File: src/rtl/pwr_sleep_pkg.sv
package pwr_sleep_pkg;
   typedef enum logic [2:0] {
      MODE_RUN   = 3'd0,
      MODE_LIGHT = 3'd1,
      MODE_DEEP  = 3'd2,
      MODE_WPWR  = 3'd3,
      MODE_WCLK  = 3'd4
   } pwr_mode_e;

   typedef struct packed {
      logic core;
      logic sys;
      logic pll;
      logic mem;
   } pwr_en_t;
endpackage

File: src/rtl/pwr_evt_latch.sv
module pwr_evt_latch (
   input  logic clk,
   input  logic rst_n,
   input  logic run_i,
   input  logic ext_evt_i,
   input  logic consume_i,
   output logic evt_seen_o
);
   logic flag_q;

   always_ff @(posedge clk or negedge rst_n) begin
      if (!rst_n)                 flag_q <= 1'b0;
      else if (consume_i)         flag_q <= 1'b0;
      else if (run_i && ext_evt_i) flag_q <= 1'b1;
   end

   assign evt_seen_o = flag_q | ext_evt_i;

   // an event while running is remembered
   p_evt_kept_r11: assert property (@(posedge clk) disable iff (!rst_n)
      (run_i && ext_evt_i && !consume_i) |=> flag_q);
   // a consumed event leaves the latch empty
   p_evt_cleared_r3: assert property (@(posedge clk) disable iff (!rst_n)
      consume_i |=> !flag_q);
endmodule

File: src/rtl/pwr_wake_src.sv
module pwr_wake_src #(
   parameter bit HAS_WIC = 1'b1
) (
   input  logic sleep_wfe_i,
   input  logic in_deep_i,
   input  logic irq_pend_i,
   input  logic ext_evt_i,
   input  logic wic_wake_i,
   output logic wake_o
);
   logic wic_ok;

   generate
      if (HAS_WIC) begin : g_wic
         assign wic_ok = wic_wake_i & in_deep_i;
      end else begin : g_no_wic
         logic unused_wic;
         assign unused_wic = wic_wake_i ^ in_deep_i;
         assign wic_ok = 1'b0;
      end
   endgenerate

   assign wake_o = irq_pend_i | (sleep_wfe_i & ext_evt_i) | wic_ok;
endmodule

File: src/rtl/pwr_sleep_fsm.sv
module pwr_sleep_fsm
   import pwr_sleep_pkg::*;
#(
   parameter int STEP_GAP = 2
) (
   input  logic      clk,
   input  logic      rst_n,
   input  logic      wfi_i,
   input  logic      wfe_i,
   input  logic      exc_ret_i,
   input  logic      sleep_on_exit_i,
   input  logic      deep_sel_i,
   input  logic      evt_seen_i,
   input  logic      wake_i,
   output logic      consume_o,
   output logic      sleep_wfe_o,
   output pwr_mode_e mode_o,
   output pwr_en_t   en_o
);
   localparam int CW = (STEP_GAP < 2) ? 1 : $clog2(STEP_GAP);
   localparam logic [CW-1:0] LAST = CW'(STEP_GAP - 1);

   generate
      if (STEP_GAP < 1) begin : g_bad_gap
         $error("STEP_GAP must be at least 1");
      end
   endgenerate

   pwr_mode_e     state_q, state_d;
   logic          kind_wfe_q, kind_wfe_d;
   logic [CW-1:0] cnt_q, cnt_d;
   logic          enter, enter_wfe;

   assign enter_wfe = !wfi_i && wfe_i && !evt_seen_i;
   assign enter     = (state_q == MODE_RUN) &&
                      (wfi_i || enter_wfe || (exc_ret_i && sleep_on_exit_i));
   assign consume_o = (state_q == MODE_RUN) && !wfi_i && wfe_i && evt_seen_i;

   always_comb begin
      state_d    = state_q;
      kind_wfe_d = kind_wfe_q;
      cnt_d      = cnt_q;
      unique case (state_q)
         MODE_RUN: begin
            if (enter) begin
               state_d    = deep_sel_i ? MODE_DEEP : MODE_LIGHT;
               kind_wfe_d = enter_wfe;
            end
         end
         MODE_LIGHT: if (wake_i) state_d = MODE_RUN;
         MODE_DEEP: begin
            if (wake_i) begin
               state_d = MODE_WPWR;
               cnt_d   = '0;
            end
         end
         MODE_WPWR: begin
            if (cnt_q == LAST) begin
               state_d = MODE_WCLK;
               cnt_d   = '0;
            end else begin
               cnt_d = cnt_q + 1'b1;
            end
         end
         MODE_WCLK: begin
            if (cnt_q == LAST) begin
               state_d = MODE_RUN;
               cnt_d   = '0;
            end else begin
               cnt_d = cnt_q + 1'b1;
            end
         end
         default: state_d = MODE_RUN;
      endcase
   end

   always_ff @(posedge clk or negedge rst_n) begin
      if (!rst_n) begin
         state_q    <= MODE_RUN;
         kind_wfe_q <= 1'b0;
         cnt_q      <= '0;
      end else begin
         state_q    <= state_d;
         kind_wfe_q <= kind_wfe_d;
         cnt_q      <= cnt_d;
      end
   end

   always_comb begin
      unique case (state_q)
         MODE_RUN:   en_o = '{core: 1'b1, sys: 1'b1, pll: 1'b1, mem: 1'b1};
         MODE_LIGHT: en_o = '{core: 1'b0, sys: 1'b1, pll: 1'b1, mem: 1'b1};
         MODE_WPWR:  en_o = '{core: 1'b0, sys: 1'b0, pll: 1'b1, mem: 1'b1};
         MODE_WCLK:  en_o = '{core: 1'b0, sys: 1'b1, pll: 1'b1, mem: 1'b1};
         default:    en_o = '{core: 1'b0, sys: 1'b0, pll: 1'b0, mem: 1'b0};
      endcase
   end

   assign mode_o      = state_q;
   assign sleep_wfe_o = kind_wfe_q;

   // wait-for-interrupt in run always leaves run
   p_wfi_sleeps_r2: assert property (@(posedge clk) disable iff (!rst_n)
      (state_q == MODE_RUN && wfi_i) |=> (state_q == MODE_LIGHT || state_q == MODE_DEEP));
   // system clock returns only after memory and PLL power are up
   p_sys_after_pwr_r10: assert property (@(posedge clk) disable iff (!rst_n)
      $rose(en_o.sys) && $past(state_q) != MODE_RUN |-> $past(en_o.mem && en_o.pll));
   // core clock is the last domain to return
   p_core_last_r10: assert property (@(posedge clk) disable iff (!rst_n)
      $rose(en_o.core) |-> $past(en_o.sys && en_o.mem && en_o.pll));
   // no sleep entry from the wake stages
   p_stage_no_sleep_r12: assert property (@(posedge clk) disable iff (!rst_n)
      (state_q == MODE_WPWR) |=> (state_q == MODE_WPWR || state_q == MODE_WCLK));
endmodule

File: src/rtl/pwr_sleep_ctrl.sv
module pwr_sleep_ctrl
   import pwr_sleep_pkg::*;
#(
   parameter int STEP_GAP = 2,
   parameter bit HAS_WIC  = 1'b1
) (
   input  logic       clk,
   input  logic       rst_n,
   input  logic       wfi_i,
   input  logic       wfe_i,
   input  logic       exc_ret_i,
   input  logic       sleep_on_exit_i,
   input  logic       deep_sel_i,
   input  logic       irq_pend_i,
   input  logic       ext_evt_i,
   input  logic       wic_wake_i,
   output logic       core_clk_en_o,
   output logic       sys_clk_en_o,
   output logic       pll_pwr_en_o,
   output logic       mem_pwr_en_o,
   output logic [2:0] mode_o
);
   pwr_mode_e mode;
   pwr_en_t   en;
   logic      evt_seen, consume, sleep_wfe, wake;

   pwr_evt_latch u_evt (
      .clk        (clk),
      .rst_n      (rst_n),
      .run_i      (mode == MODE_RUN),
      .ext_evt_i  (ext_evt_i),
      .consume_i  (consume),
      .evt_seen_o (evt_seen)
   );

   pwr_wake_src #(.HAS_WIC(HAS_WIC)) u_wake (
      .sleep_wfe_i (sleep_wfe),
      .in_deep_i   (mode == MODE_DEEP),
      .irq_pend_i  (irq_pend_i),
      .ext_evt_i   (ext_evt_i),
      .wic_wake_i  (wic_wake_i),
      .wake_o      (wake)
   );

   pwr_sleep_fsm #(.STEP_GAP(STEP_GAP)) u_fsm (
      .clk             (clk),
      .rst_n           (rst_n),
      .wfi_i           (wfi_i),
      .wfe_i           (wfe_i),
      .exc_ret_i       (exc_ret_i),
      .sleep_on_exit_i (sleep_on_exit_i),
      .deep_sel_i      (deep_sel_i),
      .evt_seen_i      (evt_seen),
      .wake_i          (wake),
      .consume_o       (consume),
      .sleep_wfe_o     (sleep_wfe),
      .mode_o          (mode),
      .en_o            (en)
   );

   assign core_clk_en_o = en.core;
   assign sys_clk_en_o  = en.sys;
   assign pll_pwr_en_o  = en.pll;
   assign mem_pwr_en_o  = en.mem;
   assign mode_o        = mode;

   // light sleep entered by wait-for-interrupt holds without an interrupt
   p_light_hold_r7: assert property (@(posedge clk) disable iff (!rst_n)
      (mode == MODE_LIGHT && !sleep_wfe && !irq_pend_i) |=> (mode == MODE_LIGHT));
   // the wake-up controller alone never ends light sleep
   p_wic_light_r9: assert property (@(posedge clk) disable iff (!rst_n)
      (mode == MODE_LIGHT && !irq_pend_i && !ext_evt_i) |=> (mode == MODE_LIGHT));
   // exception return without sleep-on-exit keeps running
   p_exit_gate_r4: assert property (@(posedge clk) disable iff (!rst_n)
      (mode == MODE_RUN && exc_ret_i && !sleep_on_exit_i && !wfi_i && !wfe_i) |=> (mode == MODE_RUN));
endmodule

File: config.mk
export PLATFORM = sky130hd
export DESIGN_NAME = pwr_sleep_ctrl
export DESIGN_NICKNAME = d
export VERILOG_FILES = /design/src/rtl/pwr_sleep_pkg.sv /design/src/rtl/pwr_evt_latch.sv /design/src/rtl/pwr_wake_src.sv /design/src/rtl/pwr_sleep_fsm.sv /design/src/rtl/pwr_sleep_ctrl.sv
export SDC_FILE = /design/constraint.sdc
export NUM_CORES = 1
export LEC_CHECK = 0
export BUFFER_PORTS_ARGS = -buffer_cell sky130_fd_sc_hd__buf_2
export CELL_PAD_IN_SITES_DETAIL_PLACEMENT = 1
export CELL_PAD_IN_SITES_GLOBAL_PLACEMENT = 1
export CORE_MARGIN = 4
export CORE_UTILIZATION = 28
export DETAILED_ROUTE_END_ITERATION = 7
export PLACE_DENSITY_LB_ADDON = 0.1
export RECOVER_POWER = 25
export SYNTH_ARGS = -nofsm -noshare
export SYNTH_HDL_FRONTEND = slang
export SYNTH_SLANG_ARGS = --single-unit
export TNS_END_PERCENT = 5
File: constraint.sdc
create_clock -name clk -period 1.13 [get_ports clk]
set_input_delay 0.113 -clock clk [delete_from_list [all_inputs] [get_ports clk]]
set_output_delay 0.113 -clock clk [all_outputs]
set_load 0.02 [all_outputs]
==> results.json <==
{
  "outcome": "finished, violations left",
  "violations": "negative setup slack",
  "synthXorXnorAreaFrac_pct": 0,
  "finalSetupTns_ns": -1.22,
  "startpoint_type": "register",
  "drv_slew": 0,
  "rsz0062_at_grt": "true",
  "p_int_w": 0.00118,
  "wl_met2_um": 549,
  "clockPowerShare_pct": 11.0,
  "wl_mm": 1.24,
  "crit_required_ns": 1.02,
  "synthAdderAreaFrac_pct": 0,
  "p_per_area_nw_per_um2": 3190,
  "drt_iter0_markers": 6,
  "cts_root_buffer": "clkbuf_4",
  "postSynthAreaPerCell_sq_um": 9.24,
  "io_buffers": 16,
  "relSlewSlack_pct": 75.3,
  "diodes": 0,
  "highest_layer": "met3",
  "pwr-share-comb_pct": 65.6,
  "remaining_drc_errors": 0,
  "crit_chain": "buf_6, mux2i_2, buf_4",
  "start_util_pct": 30.5,
  "slowest_stage": "dfrtp_2",
  "min_period_ns": 1.30,
  "gp_congestion": 0.748,
  "chipWidth_um": 46.1,
  "final_net_count": 83,
  "setup_ws_ns": -0.174,
  "criticalPathCategory": "register to output pin",
  "clk_latency_ns": 0.25,
  "yosys_warnings": 0,
  "clockBufferDepth": 2,
  "wl_met3_um": 121,
  "ios": 17,
  "p_sw_share_pct": 42.8,
  "numCtsBuffers": 3,
  "numClockSinks": 6,
  "syn_to_final_growth_pct": 58.8,
  "peakVddDrop_v": 0.00129,
  "synth_top_family_by_area": "compound AO/OA/AOI/OAI gates",
  "fin_crit_sh_pct": 115,
  "clock_skew_ns": 0.0123,
  "yosys.area_share.simple_pct": 21.8,
  "h-tree-depth": 1,
  "wl_per_cell_um": 14.3,
  "vias": 441,
  "wl_met1_um": 574,
  "synth_cell_types": 25,
  "grt_max_degree": 8,
  "hold_ws_ns": 0.169,
  "ys_seq_area_share_pct": 36.9,
  "seqPwrFrac_pct": 23.4,
  "max_freq_ghz": 0.767,
  "p_leak_nw": 0.303,
  "synthCells": 44,
  "synth_area_sq_um": 407,
  "coreArea_sq_um": 1330,
  "ant_nets": 0,
  "grt_pass1_vias": 470,
  "fillers": 160,
  "drt_first_pass_iters": 4,
  "cp_slowest_stage_delay_ns": 0.45,
  "rows": 13,
  "cts_tree": "yes",
  "p_sw_w": 0.000880,
  "clkTransAtPathRegs_ns": 0.06,
  "setup_viol_count_final": 9,
  "globalRoute.totalOverflow": 0,
  "cp_max_fo": 4,
  "drv_cap": 0,
  "die_y_um": 46.1,
  "antenna_found_initial": 0,
  "synthesis.nets": 54,
  "dpl.hpwl_um": 947,
  "synth_compound_area_share_pct": 25.8,
  "drive_above_1_share_pct": 52.8,
  "grt_use_total_pct": 13.5,
  "ys_ff_latch": 6,
  "die-area_sq_um": 2130,
  "hold_viol": 0,
  "arrival_ns": 1.19,
  "muxShareOfSynthArea_pct": 4.92,
  "grt_pass1_wl_mm": 2.06,
  "vias_per_cell": 5.07,
  "tightest_slew_ns": 0.370,
  "endpoint_kind": "output pin",
  "min_path_type": "input port to register"
}
-- cell usage after synthesis, drive strengths merged --
cell / instances / area share (%)
nor2b: 1 / 1.5
a21o: 1 / 1.8
or3: 1 / 1.5
o211ai: 1 / 1.8
o21ai: 2 / 2.5
or3b: 1 / 2.2
nand2: 3 / 2.8
o221ai: 1 / 2.2
buf: 4 / 7.7
o22ai: 1 / 3.1
nor2: 2 / 1.8
nand3: 1 / 1.2
inv: 3 / 2.8
mux2i: 2 / 4.9
a2111oi: 1 / 2.5
nor3: 2 / 5.2
a31o: 1 / 2.2
dfrtp: 6 / 37
or4: 1 / 1.8
a21oi: 6 / 7.4
a32o: 1 / 2.5
nor3b: 2 / 3.7
-- placed cells by master, fill, tap and decap left out, types with 2 or more instances in the layout --
| cell | instances |
|---|---|
| buf_4 | 12 |
| buf_2 | 9 |
| a21oi_1 | 6 |
| buf_6 | 5 |
| nand2_1 | 3 |
| inv_1 | 3 |
| clkbuf_4 | 3 |
| dfrtp_1 | 3 |
| dfrtp_2 | 3 |
| nor2_1 | 2 |
| nor3b_1 | 2 |
| clkbuf_1 | 2 |
-- cell families after synthesis --
| group | Yosys count |
|---|---|
| AO/OA/AOI/OAI | 15 |
| buffers and inverters | 7 |
| flip-flops | 6 |
| multiplexers | 2 |
| AND/OR/NAND/NOR | 14 |
-- power groups by stage --
| stage | Sequential [W] | Combinational, W | Clock, W |
|---|---|---|---|
| final | 0.000481 | 0.00135 | 0.000227 |
| after global routing | 0.000502 | 0.00148 | 0.000248 |
| after CTS | 0.000481 | 0.00133 | 0.000232 |
| after detailed placement | 0.000487 | 0.00111 | 0 |
| after global placement | 0.000488 | 0.00109 | 0 |
| after floorplan | 0.000474 | 0.000765 | 0 |
-- timing repair --
item / in CTS / in global routing
endpoints found under the setup margin: 12 / 12
hold endpoints to repair: 6 / 0
hold buffers: 1 / 0
pin swaps: 1 / 0
gates resized for setup: 12 / 3
buffers inserted: 2 / 0
-- flip-flops by register name (all words and copies together) (netlist names) --
name,flops
u_fsm.mode_o,3
u_evt.flag_q,1
u_fsm.cnt_q,1
u_fsm.sleep_wfe_o,1
-- worst paths after layout --
path	end	startpoint	depth (start not counted)	slack, ns
hold reg to reg	u_evt.flag_q	u_evt.flag_q	2	0.57
hold / removal	u_fsm.mode_o[1]	deep_sel_i	3	0.17
setup reg to reg	u_fsm.cnt_q	u_fsm.mode_o[0]	3	-0.17
min in group asynchronous	u_fsm.cnt_q	rst_n	2	0.28
max in group asynchronous	u_fsm.mode_o[1]	rst_n	2	0.54
setup / recovery	pll_pwr_en_o	u_fsm.mode_o[0]	3	-0.17
-- cell type report --
cell class / instances / area, sq um / share of cell area, %
Clock buffer: 4 / 26.3 / 4.07
Multi-Input combinational cell: 31 / 230 / 35.7
Tap cell: 15 / 18.8 / 2.91
Sequential cell: 6 / 154 / 23.8
Inverter: 3 / 11.3 / 1.74
Timing Repair Buffer: 28 / 205 / 31.8
-- worst max-delay path: cells and delay by family (launching register included) --
kind / cells / cell delay [ns]
muxes: 1 / 0.18
buffers and inverters: 2 / 0.31
DFF: 1 / 0.45
-- through the flow --
stage,cells,instance area (sq um),utilization [%],power (W),setup WS (ns)
finish,87,646,48.4,0.00206,-0.174
global route,87,646,48.4,0.00223,-0.225
CTS,87,638,47.8,0.00204,-0.179
detailed placement,80,549,41.2,0.00160,-0.0993
global placement,80,549,41.2,0.00158,-0.0849
floorplan,44,424,-,0.00124,-0.199
-- per-layer routing --
metal / vias up / global-route usage (%)
met5: - / 0
met4: 0 / 1.70
met3: 0 / 4.30
met2: 21 / 22.0
met1: 202 / 17.9
li1: 218 / -
No activity file was read; power rests on OpenSTA's default activity.
